`config.mk`:
```
export PLATFORM = sky130hd
export DESIGN_NAME = wmir_top
export DESIGN_NICKNAME = d
export VERILOG_FILES = /design/src/rtl/wmir_pkg.sv /design/src/rtl/wmir_mode_reg.sv /design/src/rtl/wmir_range_sel.sv /design/src/rtl/wmir_post_buf.sv /design/src/rtl/wmir_top.sv
export SDC_FILE = /design/constraint.sdc
export NUM_CORES = 1
export LEC_CHECK = 0
export ABC_AREA = 1
export ABC_CLOCK_PERIOD_IN_PS = 1700
export BUFFER_PORTS_ARGS = -buffer_cell sky130_fd_sc_hd__buf_2
export CORE_ASPECT_RATIO = 0.6
export CORE_MARGIN = 10
export CORE_UTILIZATION = 39
export DETAILED_ROUTE_END_ITERATION = 10
export GPL_TIMING_DRIVEN = 1
export PLACE_DENSITY = 0.75
export SLEW_MARGIN = 5
export SYNTH_ARGS = -nofsm -noshare
export SYNTH_HDL_FRONTEND = slang
export SYNTH_HIERARCHICAL = 1
export SYNTH_SLANG_ARGS = --single-unit
```
`constraint.sdc`:
```
create_clock -name clk -period 1.7 [get_ports clk]
set_input_delay 0.34 -clock clk [delete_from_list [all_inputs] [get_ports clk]]
set_output_delay 0.34 -clock clk [all_outputs]
set_load 0.05 [all_outputs]
```
`src/rtl/wmir_pkg.sv`:
```
package wmir_pkg;

   typedef enum logic [1:0] {
      MIR_NONE = 2'd0,
      MIR_TEXT = 2'd1,
      MIR_GFX  = 2'd2,
      MIR_ALL  = 2'd3
   } mir_mode_e;

   localparam int unsigned NUM_WIN   = 3;
   localparam int unsigned WIN_TEXT  = 0;
   localparam int unsigned WIN_COLOR = 1;
   localparam int unsigned WIN_BMP   = 2;

   // Which address window is active under a given mirror mode.
   function automatic logic win_enabled(input mir_mode_e mode, input int unsigned idx);
      logic en;
      case (mode)
         MIR_TEXT: en = (idx == WIN_TEXT) || (idx == WIN_COLOR);
         MIR_GFX:  en = (idx == WIN_BMP)  || (idx == WIN_COLOR);
         default:  en = 1'b0;
      endcase
      return en;
   endfunction

endpackage

```
`src/rtl/wmir_mode_reg.sv`:
```
module wmir_mode_reg
   import wmir_pkg::*;
(
   input  logic      clk,
   input  logic      rst_n,
   input  logic      cfg_we,
   input  logic [1:0] cfg_mode,
   output mir_mode_e mode_q
);

   always_ff @(posedge clk or negedge rst_n) begin
      if (!rst_n) begin
         mode_q <= MIR_NONE;
      end else if (cfg_we) begin
         mode_q <= mir_mode_e'(cfg_mode);
      end
   end

endmodule

```
`src/rtl/wmir_range_sel.sv`:
```
module wmir_range_sel
   import wmir_pkg::*;
#(
   parameter int unsigned AW       = 16,
   parameter int unsigned HOST_AW  = 16,
   parameter int unsigned TEXT_LO  = 32'h0400,
   parameter int unsigned TEXT_HI  = 32'h07FF,
   parameter int unsigned COLOR_LO = 32'hD800,
   parameter int unsigned COLOR_HI = 32'hDBFF,
   parameter int unsigned BMP_LO   = 32'hA000,
   parameter int unsigned BMP_HI   = 32'hBF3F
)(
   input  mir_mode_e        mode,
   input  logic [AW-1:0]    addr,
   output logic             hit
);

   localparam logic [AW-1:0] WIN_LO [NUM_WIN] = '{AW'(TEXT_LO), AW'(COLOR_LO), AW'(BMP_LO)};
   localparam logic [AW-1:0] WIN_HI [NUM_WIN] = '{AW'(TEXT_HI), AW'(COLOR_HI), AW'(BMP_HI)};

   if (TEXT_LO > TEXT_HI || COLOR_LO > COLOR_HI || BMP_LO > BMP_HI) begin : g_bad_win
      $error("wmir_range_sel: a window has its low bound above its high bound");
   end
   if (BMP_HI >= (32'd1 << HOST_AW) || TEXT_HI >= (32'd1 << HOST_AW) ||
       COLOR_HI >= (32'd1 << HOST_AW)) begin : g_bad_host
      $error("wmir_range_sel: a window lies outside the host address space");
   end

   logic [NUM_WIN-1:0] win_hit;
   logic               in_host;

   // Per-window comparators, each gated by the mode's window enable.
   for (genvar w = 0; w < NUM_WIN; w++) begin : g_win
      always_comb begin
         win_hit[w] = win_enabled(mode, w) &&
                      (addr >= WIN_LO[w]) && (addr <= WIN_HI[w]);
      end
   end

   // Variant: a CPU space wider than the host space only mirrors its low part.
   if (AW > HOST_AW) begin : g_wide
      assign in_host = ~|addr[AW-1:HOST_AW];
   end else begin : g_fit
      assign in_host = 1'b1;
   end

   assign hit = ((mode == MIR_ALL) && in_host) || (|win_hit);

endmodule

```
`src/rtl/wmir_post_buf.sv`:
```
module wmir_post_buf #(
   parameter int unsigned AW = 16,
   parameter int unsigned DW = 8
)(
   input  logic          clk,
   input  logic          rst_n,
   input  logic          push,
   input  logic [AW-1:0] push_addr,
   input  logic [DW-1:0] push_data,
   input  logic          pop,
   output logic          full,
   output logic [AW-1:0] ent_addr,
   output logic [DW-1:0] ent_data
);

   logic full_d;

   // A capture wins over retire: a same-cycle push refills the slot.
   always_comb begin
      if (push)
         full_d = 1'b1;
      else if (pop)
         full_d = 1'b0;
      else
         full_d = full;
   end

   always_ff @(posedge clk or negedge rst_n) begin
      if (!rst_n) begin
         full <= 1'b0;
      end else begin
         full <= full_d;
      end
   end

   always_ff @(posedge clk or negedge rst_n) begin
      if (!rst_n) begin
         ent_addr <= '0;
         ent_data <= '0;
      end else if (push) begin
         ent_addr <= push_addr;
         ent_data <= push_data;
      end
   end

endmodule

```
`src/rtl/wmir_top.sv`:
```
module wmir_top
   import wmir_pkg::*;
#(
   parameter int unsigned AW       = 16,
   parameter int unsigned DW       = 8,
   parameter int unsigned HOST_AW  = 16,
   parameter int unsigned TEXT_LO  = 32'h0400,
   parameter int unsigned TEXT_HI  = 32'h07FF,
   parameter int unsigned COLOR_LO = 32'hD800,
   parameter int unsigned COLOR_HI = 32'hDBFF,
   parameter int unsigned BMP_LO   = 32'hA000,
   parameter int unsigned BMP_HI   = 32'hBF3F
)(
   input  logic          clk,
   input  logic          rst_n,
   input  logic          cfg_we,
   input  logic [1:0]    cfg_mode,
   input  logic          cpu_we,
   input  logic [AW-1:0] cpu_addr,
   input  logic [DW-1:0] cpu_wdata,
   output logic          cpu_stall,
   output logic          sram_we,
   output logic [AW-1:0] sram_addr,
   output logic [DW-1:0] sram_wdata,
   output logic          host_req,
   output logic [AW-1:0] host_addr,
   output logic [DW-1:0] host_data,
   input  logic          host_ack
);

   if (AW < HOST_AW) begin : g_bad_aw
      $error("wmir_top: CPU address width must cover the host space");
   end
   if (DW < 1) begin : g_bad_dw
      $error("wmir_top: data width must be at least one bit");
   end

   mir_mode_e mode_q;
   logic      hit;
   logic      buf_full;
   logic      retire;
   logic      accept;
   logic      push;

   wmir_mode_reg u_mode (
      .clk      (clk),
      .rst_n    (rst_n),
      .cfg_we   (cfg_we),
      .cfg_mode (cfg_mode),
      .mode_q   (mode_q)
   );

   wmir_range_sel #(
      .AW       (AW),
      .HOST_AW  (HOST_AW),
      .TEXT_LO  (TEXT_LO),
      .TEXT_HI  (TEXT_HI),
      .COLOR_LO (COLOR_LO),
      .COLOR_HI (COLOR_HI),
      .BMP_LO   (BMP_LO),
      .BMP_HI   (BMP_HI)
   ) u_sel (
      .mode (mode_q),
      .addr (cpu_addr),
      .hit  (hit)
   );

   // An acknowledge only counts while an entry is held.
   assign retire    = host_ack && buf_full;
   assign cpu_stall = cpu_we && hit && buf_full && !host_ack;
   assign accept    = cpu_we && !cpu_stall;
   assign push      = accept && hit;

   wmir_post_buf #(
      .AW (AW),
      .DW (DW)
   ) u_buf (
      .clk       (clk),
      .rst_n     (rst_n),
      .push      (push),
      .push_addr (cpu_addr),
      .push_data (cpu_wdata),
      .pop       (retire),
      .full      (buf_full),
      .ent_addr  (host_addr),
      .ent_data  (host_data)
   );

   assign sram_we    = accept;
   assign sram_addr  = cpu_addr;
   assign sram_wdata = cpu_wdata;
   assign host_req   = buf_full;

endmodule

```
After elaboration in Yosys (flattened, before gate mapping):

Cells that the tools add are included.

* register bits after elaboration: 27
* input port bits: 31
* logic and storage cells: 36

* muxes and demuxes: 5
* order comparisons: 6
* reduce and logical (&&, ||, !) cells: 18
* equality and inequality tests: 3

Operators with widths (number)
* $ge A16 B16 Y1 const B: 2
* $le A16 B16 Y1 const B: 2
* $ge A16 B11 Y1 const B: 1
* $le A16 B11 Y1 const B: 1
* $logic_and A1 B1 Y1: 12
* $mux W1: 5
* $eq A2 B2 Y1 const B: 2
* $reduce_or A3 Y1: 1
* $eq A2 B1 Y1 const B: 1
* $logic_not A1 Y1: 2
* $reduce_bool A2 Y1: 1
* $reduce_or A2 Y1: 1
* $logic_or A1 B1 Y1: 1

Logic depth before layout (Yosys ltp):

Gate-level depths: netlist (run 1).

* depth in word-level cells: 14
* gate-level depth with buffers: 14
* mapped depth without buffers: 12

By module:

Netlist (run 1), hierarchy kept.

Modules (own cells, without submodules)
* wmir_post_buf: times used 1, area each 1006.0 sq um, cells each 106
* wmir_top: times used 1, area each 222.7 sq um, cells each 34
* wmir_range_sel: times used 1, area each 147.6 sq um, cells each 29
* wmir_mode_reg: times used 1, area each 76.3 sq um, cells each 9

Least setup slack after synthesis (run 1):

OpenSTA, ideal clock, no wires.

* path type: reg2out
* start point: reg u_mode.mode_q[0]
* end point: out cpu_stall
* data required time: 1.360 ns
* buffers on the path: 0
* setup slack: -0.369 ns
* arrival time: 1.729 ns
* stages on the path, launching flop included: 10
* path through: dfrtp_1 > inv_1 > ha_1 > nor2_1 > nand3b_1 > nand2_1 > nand2_1 > nand2_1 > nand2_1 > nor2_1

* longest elaborated chain between the ends: 10

RTL lines
* from (decl): RTL line wmir_mode_reg.sv:8 `output mir_mode_e mode_q`
* from (signal assigned): RTL line wmir_mode_reg.sv:15 `mode_q <= mir_mode_e'(cfg_mode);`
* $eq A2 B1 Y1 / $eq A2 B2 Y1 (equally long branches): RTL line wmir_pkg.sv:18 `case (mode)`
* $reduce_or A2 Y1 (no line)
* $mux W1: RTL line wmir_pkg.sv:18
* $logic_and A1 B1 Y1: RTL line wmir_range_sel.sv:35 `win_hit[w] = win_enabled(mode, w) &&`
* $logic_and A1 B1 Y1: RTL line wmir_range_sel.sv:36 `(addr >= WIN_LO[w]) && (addr <= WIN_HI[w]);`
* $reduce_or A3 Y1: RTL line wmir_range_sel.sv:47 `assign hit = ((mode == MIR_ALL) && in_host) || (|win_hit);`
* $logic_or A1 B1 Y1 *: RTL line wmir_range_sel.sv:47
* net hit: RTL line wmir_top.sv:39 `logic hit;`
* $logic_and A1 B1 Y1 * (3 in series): RTL line wmir_top.sv:70 `assign cpu_stall = cpu_we && hit && buf_full && !host_ack;`
* to (decl): RTL line wmir_top.sv:21 `output logic cpu_stall,`

Mark *: on every way through the listed nets, which the timed path passes. The rest lies on a longest branch.

Worst setup path in the final report (run 1):

* start point: reg u_mode.mode_q[1]
* end point: out sram_we

* longest elaborated chain between the ends: 12

RTL lines
* $eq A2 B1 Y1 / $eq A2 B2 Y1 (equally long branches): RTL line wmir_pkg.sv:18
* $reduce_or A2 Y1 (no line)
* $mux W1: RTL line wmir_pkg.sv:18
* $logic_and A1 B1 Y1: RTL line wmir_range_sel.sv:35
* $logic_and A1 B1 Y1: RTL line wmir_range_sel.sv:36
* $reduce_or A3 Y1: RTL line wmir_range_sel.sv:47
* $logic_or A1 B1 Y1 *: RTL line wmir_range_sel.sv:47
* net hit: RTL line wmir_top.sv:39
* $logic_and A1 B1 Y1 * (3 in series): RTL line wmir_top.sv:70
* $logic_not A1 Y1 *: RTL line wmir_top.sv:71 `assign accept = cpu_we && !cpu_stall;`
* $logic_and A1 B1 Y1 *: RTL line wmir_top.sv:71
* to (decl): RTL line wmir_top.sv:22 `output logic sram_we,`

Marked as above.

==> out/results.tsv, run 1 <==
stage	metric	value	unit
status	status	finished, violations left	
status	failed_checks	setup timing	
setup_path	critPathKind	reg -> out	
cts	numClockSinks	27	
finish	drive_above_1_share	0.4760	
global_route	grt_use_total	0.1156	
global_route	met2_usage	0.1845	
setup_path	required	1.36	ns
sta	relSlewSlack	0.6049	
global_route	grt_max_degree	28	
finish	num_antenna_cells	0	
place	port_buffers	81	
global_route	grtUsageMet3	0.05703	
finish	design_area	1938	um^2
global_route	grt_pass1_wl	6.396	mm
floorplanning	die_x	98.79	um
finish	nets	285	
sta	worst_pin_slew	0.5926	ns
place	place_ws	-0.1710	ns
global_route	top_usage_layer	met2	
route	vias_per_cell	4.165	
route	route.detailed.drc	0	
run	cap_violations	0	
sta	rsz0062_at_grt	true	
place	placed_area	1752	um^2
cts	clk_pin_slew	0.09	ns
sta	worst_slack	-0.4520	ns
sta	hold_viol_final	0	
setup_path	worst-path-max-fanout	3	
global_route	antenna_found_initial	0	
cts	clk_latency	0.27	ns
global_route	overflow	0	
power_and_ir_drop	ir_drop	0.0007911	V
setup_path	max_stage_delay	0.41	ns
sta	fmax	464.7	MHz
place	finalWeightedCongestion	0.8390	
place	dp_hpwl	2.905	mm
route	antenna_left	0	
logic_synthesis	syn_area	1453	um^2
logic_synthesis	yosys.cell_types.count	14	
setup_path	rr_startpoint	u_mode/mode_q[1]	
floorplanning	start_util	0.3994	
global_route	grt_use_met1	0.1458	
setup_path	reg2reg_slack	-0.27	ns
floorplanning	ios	82	
logic_synthesis	avgSynthCellArea	8.161	um^2
sta	setup_viol	27	
finish	area_growth	33.42	%
route	drt_iter0_drc	31	
cts	clockBufferDepth	2	
cts	cts_root_buffer	clkbuf_8	
cts	htreeDepth	1	
setup_path	cp_common_cell	nand2_1	
floorplanning	placement_rows	17	
setup_path	cp_slowest_cell	dfrtp_1	
sta	period_minus_slack	2.152	ns
setup_path	rr_worst_depth	14	
route	drt-total-wl	3.915	mm
floorplanning	die_area	6646	um^2
route	wire_per_inst	13.18	um
sta	drv_slew	0	
route	first_pass_iters	4	
setup_path	path_cells	ha_1 -> nor2_1 -> nand3b_1 -> nand2_1 -> nand2_1 -> nand2_2 -> nand2_1 -> o21a_4 -> buf_8	
global_route	grt_pass1_vias	1280	
power_and_ir_drop	power.density	1628	nW/um^2
logic_synthesis	netlist_instances	178	
setup_path	crit_buf_inv	1	
power_and_ir_drop	p_leak	1.160	nW
hold_path	hold_path_class	in -> async	
logic_synthesis	synth_seq_area_share	0.4651	
logic_synthesis	syn_nets	212	
power_and_ir_drop	fin_total_pwr	3.155	mW
sta	finalClockSkew	0.003504	ns
setup_path	crit_path_start_kind	register	
sta	tns	-7.064	ns
setup_path	r2r_end	u_buf/ent_addr[0]	
cts	cts_tree	yes	
setup_path	end_kind	primary output	
cts	cts_made_buffers	3	
setup_path	critical_path_depth	9	
setup_path	cp.arrival	1.81	ns
setup_path	crit_family	simple AND/OR/NAND/NOR gates	
logic_synthesis	synth-seq-cells	27	
floorplanning	core_region_area	3637	um^2
route	num_vias	1237	
logic_synthesis	ys_warn_count	6	
sta	timing.final.crit_share	1.266	
floorplanning	die_height	67.28	um
## stage by stage
| stage | hold WS (ns) | util | instances |
|---|---|---|---|
| finish | 0.05535 | 0.5329 | 297 |
| global route | 0.1058 | 0.5329 | 297 |
| CTS | 0.08764 | 0.5291 | 296 |
| detailed placement | 0.3924 | 0.4816 | 284 |
| global placement | 0.3874 | 0.4816 | 284 |
| floorplan | 0.04441 | - | 178 |
## flip-flops by register name (all words and copies together) (netlist names)
name and count:
u_buf/full 1, u_buf/ent_addr 16, u_mode/mode_q 2, u_buf/ent_data 8
## layout make-up
class | count | area (um^2)
Tap cell | 47 | 58.81
Clock inverter | 1 | 7.507
Clock buffer | 3 | 41.29
Multi-Input combinational cell | 110 | 506.7
Inverter | 12 | 61.31
Sequential cell | 27 | 675.6
Timing Repair inverter | 3 | 38.79
Fill cell | 354 | 1699
Timing Repair Buffer | 94 | 548.0
## synth_stat cells
master	number	area share
inv_8	1	0.0078
inv_1	11	0.028
dfrtp_1	27	0.47
buf_4	24	0.12
nand3_1	1	0.0034
buf_6	4	0.031
o21a_1	1	0.0052
nor2_1	8	0.021
ha_1	3	0.026
a21oi_2	1	0.0060
nand2_2	9	0.039
buf_12	1	0.014
nand2_1	85	0.22
nand3b_1	2	0.010
## logic make-up (layout without fill, tap and decap cells)
| kind of cell | Yosys count | count (layout) | synth area share |
|---|---|---|---|
| AND/OR/NAND/NOR | 105 | 105 | 0.2928 |
| buffers and inverters | 41 | 113 | 0.2050 |
| flip-flops | 27 | 27 | 0.4651 |
| adder cells (fa/ha/maj) | 3 | 3 | 0.02584 |
| AO/OA/AOI/OAI | 2 | 2 | 0.01120 |
## power breakdown
group | switching [mW] | total [mW] | leakage (nW) | internal, mW
logic | 1.35 | 1.75 | 0.802 | 0.401
registers | 0.146 | 1.03 | 0.337 | 0.887
clock network | 0.203 | 0.370 | 0.0217 | 0.166
## cell usage in the layout (no fill, tap or decap), types with 3 or more instances in the layout
| cell type | Yosys | routed |
|---|---|---|
| ha_1 | 3 | 3 |
| inv_1 | 11 | 10 |
| buf_2 | 0 | 79 |
| buf_4 | 24 | 10 |
| nor2_1 | 8 | 7 |
| clkbuf_8 | 0 | 3 |
| nand2_1 | 85 | 82 |
| dfrtp_1 | 27 | 27 |
| nand2_2 | 9 | 12 |
## metal layers
metal,wire length (um),vias to the layer above,share of wire
met2,1803,44,0.46
met5,0,-,0
li1,-,651,-
met3,387,2,0.099
met1,1717,540,0.44
met4,8,0,0.0020
## worst reg2reg max path, delay by kind of cell, from the launching register on
family	cells	cell delay [ns]
adders and majority gates	1	0.29
DFF	1	0.41
and+or+nand+nor	8	0.61
buffers and inverters	5	0.61
## worst max-delay path by stage
stage | end | start
2_1_floorplan | cpu_stall | u_mode/mode_q[0]
3_3_place_gp | sram_we | u_mode/mode_q[0]
3_5_place_dp | sram_we | u_mode/mode_q[0]
4_1_cts | sram_we | u_mode/mode_q[0]
5_1_grt | sram_we | u_mode/mode_q[1]
6_report | sram_we | u_mode/mode_q[1]
## repair_timing
item                       in CTS  in global routing
pin swaps                       0                  7
cloned                          3                  0
gates resized for setup        15                  2
hold buffers                    0                  0
setup buffers                   5                  1
setup endpoints to repair      27                 27
Power figures use the tool's default switching activity.
==> inputs of run 2 (changes only) <==
CORE_UTILIZATION = 23   (was 39)
PLACE_DENSITY = default   (was 0.75)
==> out/results.tsv, run 2 (synthesized netlist as in run 1, its figures left out) <==
stage	metric	value	unit	change
finish	instances_no_fill	329		+11%
finish	drive_above_1_share	0.4531		-0.02294
setup_path	cp_common_cell	nand2_1		
cts	numClockSinks	27		unchanged
finish	largestRegisters	u_buf/ent_addr x16, u_buf/ent_data x8, u_mode/mode_q x2		
finish	final_common_cell	nand2_1		
hold_path	hold_path_class	in -> async		
status	status	finished, violations left		
place	port_buffers	81		unchanged
sta	period_minus_slack	2.069	ns	-0.08261 ns
setup_path	cp.arrival	1.73	ns	-0.08 ns
finish	ff_latch_area	675.6	um^2	unchanged
place	dp_hpwl	3.192	mm	+9.9%
route	drt-total-wl	4.218	mm	+7.7%
route	first_pass_iters	4		unchanged
floorplanning	placement_rows	22		+5
sta	fmax	483.2	MHz	+4.0%
cts	clk_pin_slew	0.09	ns	about the same
global_route	overflow	0		unchanged
power_and_ir_drop	power.density	1614	nW/um^2	-0.84%
run	cap_violations	0		unchanged
global_route	grt_pass1_wl	6.106	mm	-4.5%
finish	largest_reg_flops	16		unchanged
sta	hold_viol_final	0		unchanged
sta	relSlewSlack	0.5760		-0.02891
route	route.detailed.drc	0		unchanged
floorplanning	start_util	0.2377		-0.1617
sta	finalClockSkew	0.003308	ns	-0.0001958 ns
global_route	grt_max_degree	28		unchanged
cts	clockBufferDepth	2		unchanged
setup_path	path_cells	ha_1 -> nor2_1 -> nand3b_1 -> nand2_1 -> nand2_1 -> nand2_2 -> nand2_1 -> o21a_4 -> buf_6		
route	drt_iter0_drc	33		+6.5%
route	antenna_left	0		unchanged
sta	worst_slack	-0.3694	ns	+0.08261 ns
cts	htreeDepth	1		unchanged
cts	cts_root_buffer	clkbuf_8		
setup_path	worst-path-max-fanout	3		unchanged
global_route	antenna_found_initial	0		unchanged
setup_path	end_kind	primary output		
finish	mostFrequentLayoutCells	nand2_1 (84), buf_2 (79), dfrtp_1 (27)		
setup_path	cp_slowest_cell	dfrtp_1		
finish	fill_cells	678		+92%
route	num_vias	1236		-0.081%
cts	cts_tree	yes		
setup_path	critPathKind	reg -> out		
sta	rsz0062_at_grt	true		
place	placed_area	1793	um^2	+2.4%
global_route	grt_pass1_vias	1223		-4.5%
finish	design_area	1937	um^2	about the same
floorplanning	core_region_area	6111	um^2	+68%
cts	clk_latency	0.27	ns	about the same
power_and_ir_drop	ir_drop	0.0006409	V	-19%
place	place_inst	322		+13%
floorplanning	die_area	9999	um^2	+50%
sta	tns	-1.170	ns	+5.895 ns
sta	worst_pin_slew	0.6360	ns	+0.04336 ns
power_and_ir_drop	p_leak	1.137	nW	-2.0%
floorplanning	die_height	81.56	um	+21%
cts	cts_made_buffers	3		unchanged
place	finalWeightedCongestion	0.7247		-14%
setup_path	crit_path_start_kind	register		
finish	largest_register	u_buf/ent_addr		
floorplanning	ios	82		unchanged
sta	drv_slew	0		unchanged
setup_path	max_stage_delay	0.41	ns	about the same
finish	nets	280		-1.8%
sta	timing.final.crit_share	1.217		-0.04859
setup_path	required	1.36	ns	about the same
status	failed_checks	setup timing		
route	wire_per_inst	12.82	um	-2.7%
sta	setup_viol	15		-44%
finish	area_growth	33.33	%	about the same
route	vias_per_cell	3.757		-9.8%
global_route	grt_use_total	0.07666		-0.03892
finish	multi_input_area	496.7	um^2	-2.0%
floorplanning	die_x	122.6	um	+24%
finish	num_antenna_cells	0		unchanged
## run 2: per-stage QoR
stage | util | worst slack (ns) | hold slack, ns | total power, mW
6_report | 0.3170 | -0.3694 | 0.07628 | 3.127
5_1_grt | 0.3170 | -0.5104 | 0.1150 | 3.327
4_1_cts | 0.3041 | -0.3880 | 0.09424 | 3.157
3_5_place_dp | 0.2934 | -0.1273 | 0.4076 | 2.758
3_3_place_gp | 0.2934 | -0.1212 | 0.4085 | 2.743
2_1_floorplan | - | -0.006349 | 0.04441 | 2.356
## run 2: path summary, 6_finish.rpt
check / start / end / slack, ns / cells past startpoint
worst min-delay path: rst_n / u_buf/ent_addr[10] / 0.08 / 1
worst max-delay path: u_mode/mode_q[1] / sram_we / -0.37 / 9
max in group asynchronous: rst_n / u_buf/full / 1.21 / 1
worst max register to register: u_mode/mode_q[1] / u_buf/ent_addr[3] / -0.08 / 12
worst min register to register: u_buf/ent_data[2] / u_buf/ent_data[2] / 0.48 / 2
min in group clk: cfg_mode[0] / u_mode/mode_q[0] / 0.26 / 3
## run 2: critical path, delay by kind of cell, from the launching register on
kind,cells,cell delay (ns)
AO/OA/AOI/OAI,1,0.19
adder cells (fa/ha/maj),1,0.28
buffers and inverters,1,0.14
flip-flops,1,0.41
AND/OR/NAND/NOR,6,0.43
## run 2: area by class of cell
type	count	share of cell area
timing repair inverter	1	0.005814
multi-input combinational	110	0.2565
inverter	12	0.03101
sequential	27	0.3488
tap	84	0.05426
clock buffer	3	0.02132
clock inverter	1	0.002584
timing repair buffer	91	0.2797
## run 2: report_power, final
part | switching (mW) | leakage [nW] | internal (mW)
clock | 0.206 | 0.0255 | 0.164
combinational | 1.34 | 0.775 | 0.384
sequential | 0.141 | 0.337 | 0.887
## run 2: repair_timing
action / 4_1_cts / 5_1_grt
gates cloned: 0 / 2
setup endpoints to repair: 26 / 27
setup buffers: 0 / 1
hold buffers: 0 / 0
resized for setup: 7 / 7
## run 2: routing by layer
metal | wire length [um] | part of all wire | vias up | global-route usage
li1 | - | - | 637 | -
met1 | 1892 | 0.45 | 559 | 0.09200
met2 | 1926 | 0.46 | 38 | 0.1247
met3 | 365 | 0.087 | 2 | 0.03219
met4 | 34 | 0.0081 | 0 | 0.02108
met5 | 0 | 0 | - | 0
==> inputs of run 3 (changes only) <==
CTS_CLUSTER_SIZE = 10   (was default)
SETUP_SLACK_MARGIN = 0.3   (was default)
==> out/results.tsv, run 3 (synthesized netlist as in run 1, its figures left out) <==
stage	metric	value	unit	change
global_route	grt_pass1_vias	1309		+7.0%
run	cap_violations	0		unchanged
sta	timing.final.crit_share	1.236		+0.01919
cts	cts_tree	yes		
sta	finalClockSkew	0.001412	ns	-0.001896 ns
finish	final_core_util	0.3296		+0.01270
setup_path	max_stage_delay	0.45	ns	+0.04 ns
global_route	grt_pass1_wl	6.451	mm	+5.7%
place	dp_hpwl	3.162	mm	-0.93%
global_route	grt_max_degree	28		unchanged
finish	nets	286		+2.1%
power_and_ir_drop	p_leak	1.172	nW	+3.0%
finish	final_common_cell	buf_2		
floorplanning	start_util	0.2377		unchanged
global_route	top_usage_layer	met2		
finish	largest_register	u_buf/ent_addr		
sta	worst_pin_slew	0.6422	ns	+0.006246 ns
power_and_ir_drop	ir_drop	0.0004989	V	-22%
finish	largest_reg_flops	16		unchanged
finish	largestRegisters	u_buf/ent_addr x16, u_buf/ent_data x8, u_mode/mode_q x2		
global_route	grt_use_met1	0.09693		+0.004933
global_route	antenna_found_initial	0		unchanged
route	first_pass_iters	4		unchanged
route	drt-total-wl	4.262	mm	+1.0%
route	route.detailed.drc	0		unchanged
power_and_ir_drop	power.density	1584	nW/um^2	-1.9%
finish	area_growth	38.67	%	
cts	clk_pin_slew	0.09	ns	about the same
sta	drv_slew	0		unchanged
sta	fmax	475.7	MHz	-1.6%
cts	cts_root_buffer	clkbuf_8		
floorplanning	die_area	9999	um^2	unchanged
floorplanning	die_height	81.56	um	unchanged
setup_path	critPathKind	reg -> out		
place	finalWeightedCongestion	0.7311		+0.88%
route	vias_per_cell	3.707		-1.3%
cts	cts_hold_buf	0		unchanged
global_route	grtUsageMet3	0.03288		+0.0006849
setup_path	cp_common_cell	nand2_1		
place	port_buffers	81		unchanged
setup_path	path_cells	inv_1 -> ha_1 -> nand2_1 -> nand3b_1 -> nand2_1 -> nand2_1 -> nand2_2 -> nand2_2 -> o21a_4 -> buf_8		
route	num_vias	1242		+0.49%
cts	htreeDepth	1		unchanged
sta	worst_slack	-0.4020	ns	-0.03263 ns
setup_path	required	1.36	ns	about the same
sta	rsz0062_at_grt	true		
status	status	finished, violations left		
global_route	grt_use_total	0.08061		+0.003959
setup_path	crit_path_start_kind	register		
global_route	met2_usage	0.1354		+0.01071
cts	numClockSinks	27		unchanged
cts	cts_made_buffers	3		unchanged
route	wire_per_inst	12.72	um	-0.77%
finish	num_antenna_cells	0		unchanged
setup_path	cp.arrival	1.76	ns	+0.03 ns
sta	tns	-3.391	ns	-2.221 ns
cts	clockBufferDepth	2		unchanged
global_route	overflow	0		unchanged
status	failed_checks	setup timing		
setup_path	end_kind	primary output		
finish	fill_cells	665		-1.9%
setup_path	cp_slowest_cell	dfrtp_1		
sta	period_minus_slack	2.102	ns	+0.03263 ns
finish	mostFrequentLayoutCells	buf_2 (78), nand2_1 (77), dfrtp_1 (27)		
floorplanning	die_x	122.6	um	unchanged
cts	clk_latency	0.27	ns	about the same
floorplanning	ios	82		unchanged
finish	drive_above_1_share	0.5100		+0.05690
sta	setup_viol	27		+12
route	antenna_left	0		unchanged
hold_path	hold_path_class	in -> async		
floorplanning	placement_rows	22		unchanged
sta	hold_viol_final	0		unchanged
floorplanning	core_region_area	6111	um^2	unchanged
sta	relSlewSlack	0.5718		-0.004164
route	drt_iter0_drc	33		unchanged
setup_path	worst-path-max-fanout	4		+1
## run 3: through the flow
stage / hold slack, ns / std cells / instance area [um^2] / power [mW] / worst slack (ns)
finish: 0.08316 / 335 / 2014 / 3.190 / -0.4020
global route: 0.1154 / 335 / 2014 / 3.397 / -0.5192
CTS: 0.1015 / 334 / 1967 / 3.215 / -0.4207
detailed placement: 0.4123 / 325 / 1838 / 2.792 / -0.2258
global placement: 0.4097 / 325 / 1838 / 2.775 / -0.1597
floorplan: 0.04441 / 178 / 1478 / 2.375 / -0.006349
## run 3: layer usage
| layer | vias to the layer above | routed length [um] | share of wire |
|---|---|---|---|
| li1 | 651 | - | - |
| met1 | 544 | 1884 | 0.44 |
| met2 | 45 | 1928 | 0.45 |
| met3 | 2 | 417 | 0.098 |
| met4 | 0 | 32 | 0.0075 |
| met5 | - | 0 | 0 |
## run 3: final timing paths
path,from,to,slack [ns],cells past startpoint
max,u_mode/mode_q[1],sram_we,-0.40,10
min,rst_n,u_mode/mode_q[0],0.08,1
max reg2reg,u_mode/mode_q[0],u_buf/ent_data[0],-0.13,14
min reg2reg,u_buf/ent_addr[0],u_buf/ent_addr[0],0.47,2
max in group asynchronous,rst_n,u_buf/ent_addr[0],1.21,1
min in group clk,cfg_mode[0],u_mode/mode_q[0],0.27,3
## run 3: critical path: cells and delay by family (launching register included)
family                     cells  cell delay, ns
and+or+nand+nor                6            0.47
AOI/OAI and AO/OA              1            0.20
adders and majority gates      1            0.14
DFF                            1            0.45
buffers and inverters          2            0.22
## run 3: area by class of cell
cell class / instances / area (um^2) / area share
multi-input cells: 110 / 534.3 / 0.2652
clock buffers: 3 / 41.29 / 0.02050
repair inverters: 2 / 31.28 / 0.01553
well taps: 84 / 105.1 / 0.05217
flip-flops and latches: 27 / 675.6 / 0.3354
clock inverters: 1 / 5.005 / 0.002484
inverters: 12 / 61.31 / 0.03043
repair buffers: 96 / 560.5 / 0.2783
## run 3: report_power, final
group | internal (mW) | leakage [nW] | switching [mW] | total, mW
combinational | 0.420 | 0.809 | 1.36 | 1.78
clock | 0.164 | 0.0255 | 0.203 | 0.368
sequential | 0.887 | 0.337 | 0.155 | 1.04
total | 1.47 | 1.17 | 1.72 | 3.19
## run 3: repair_timing
| action | in CTS | in global routing |
|---|---|---|
| pin swaps | 0 | 4 |
| setup endpoints to repair | 27 | 27 |
| resized for setup | 13 | 11 |
| cloned | 2 | 0 |
| buffers inserted | 3 | 1 |
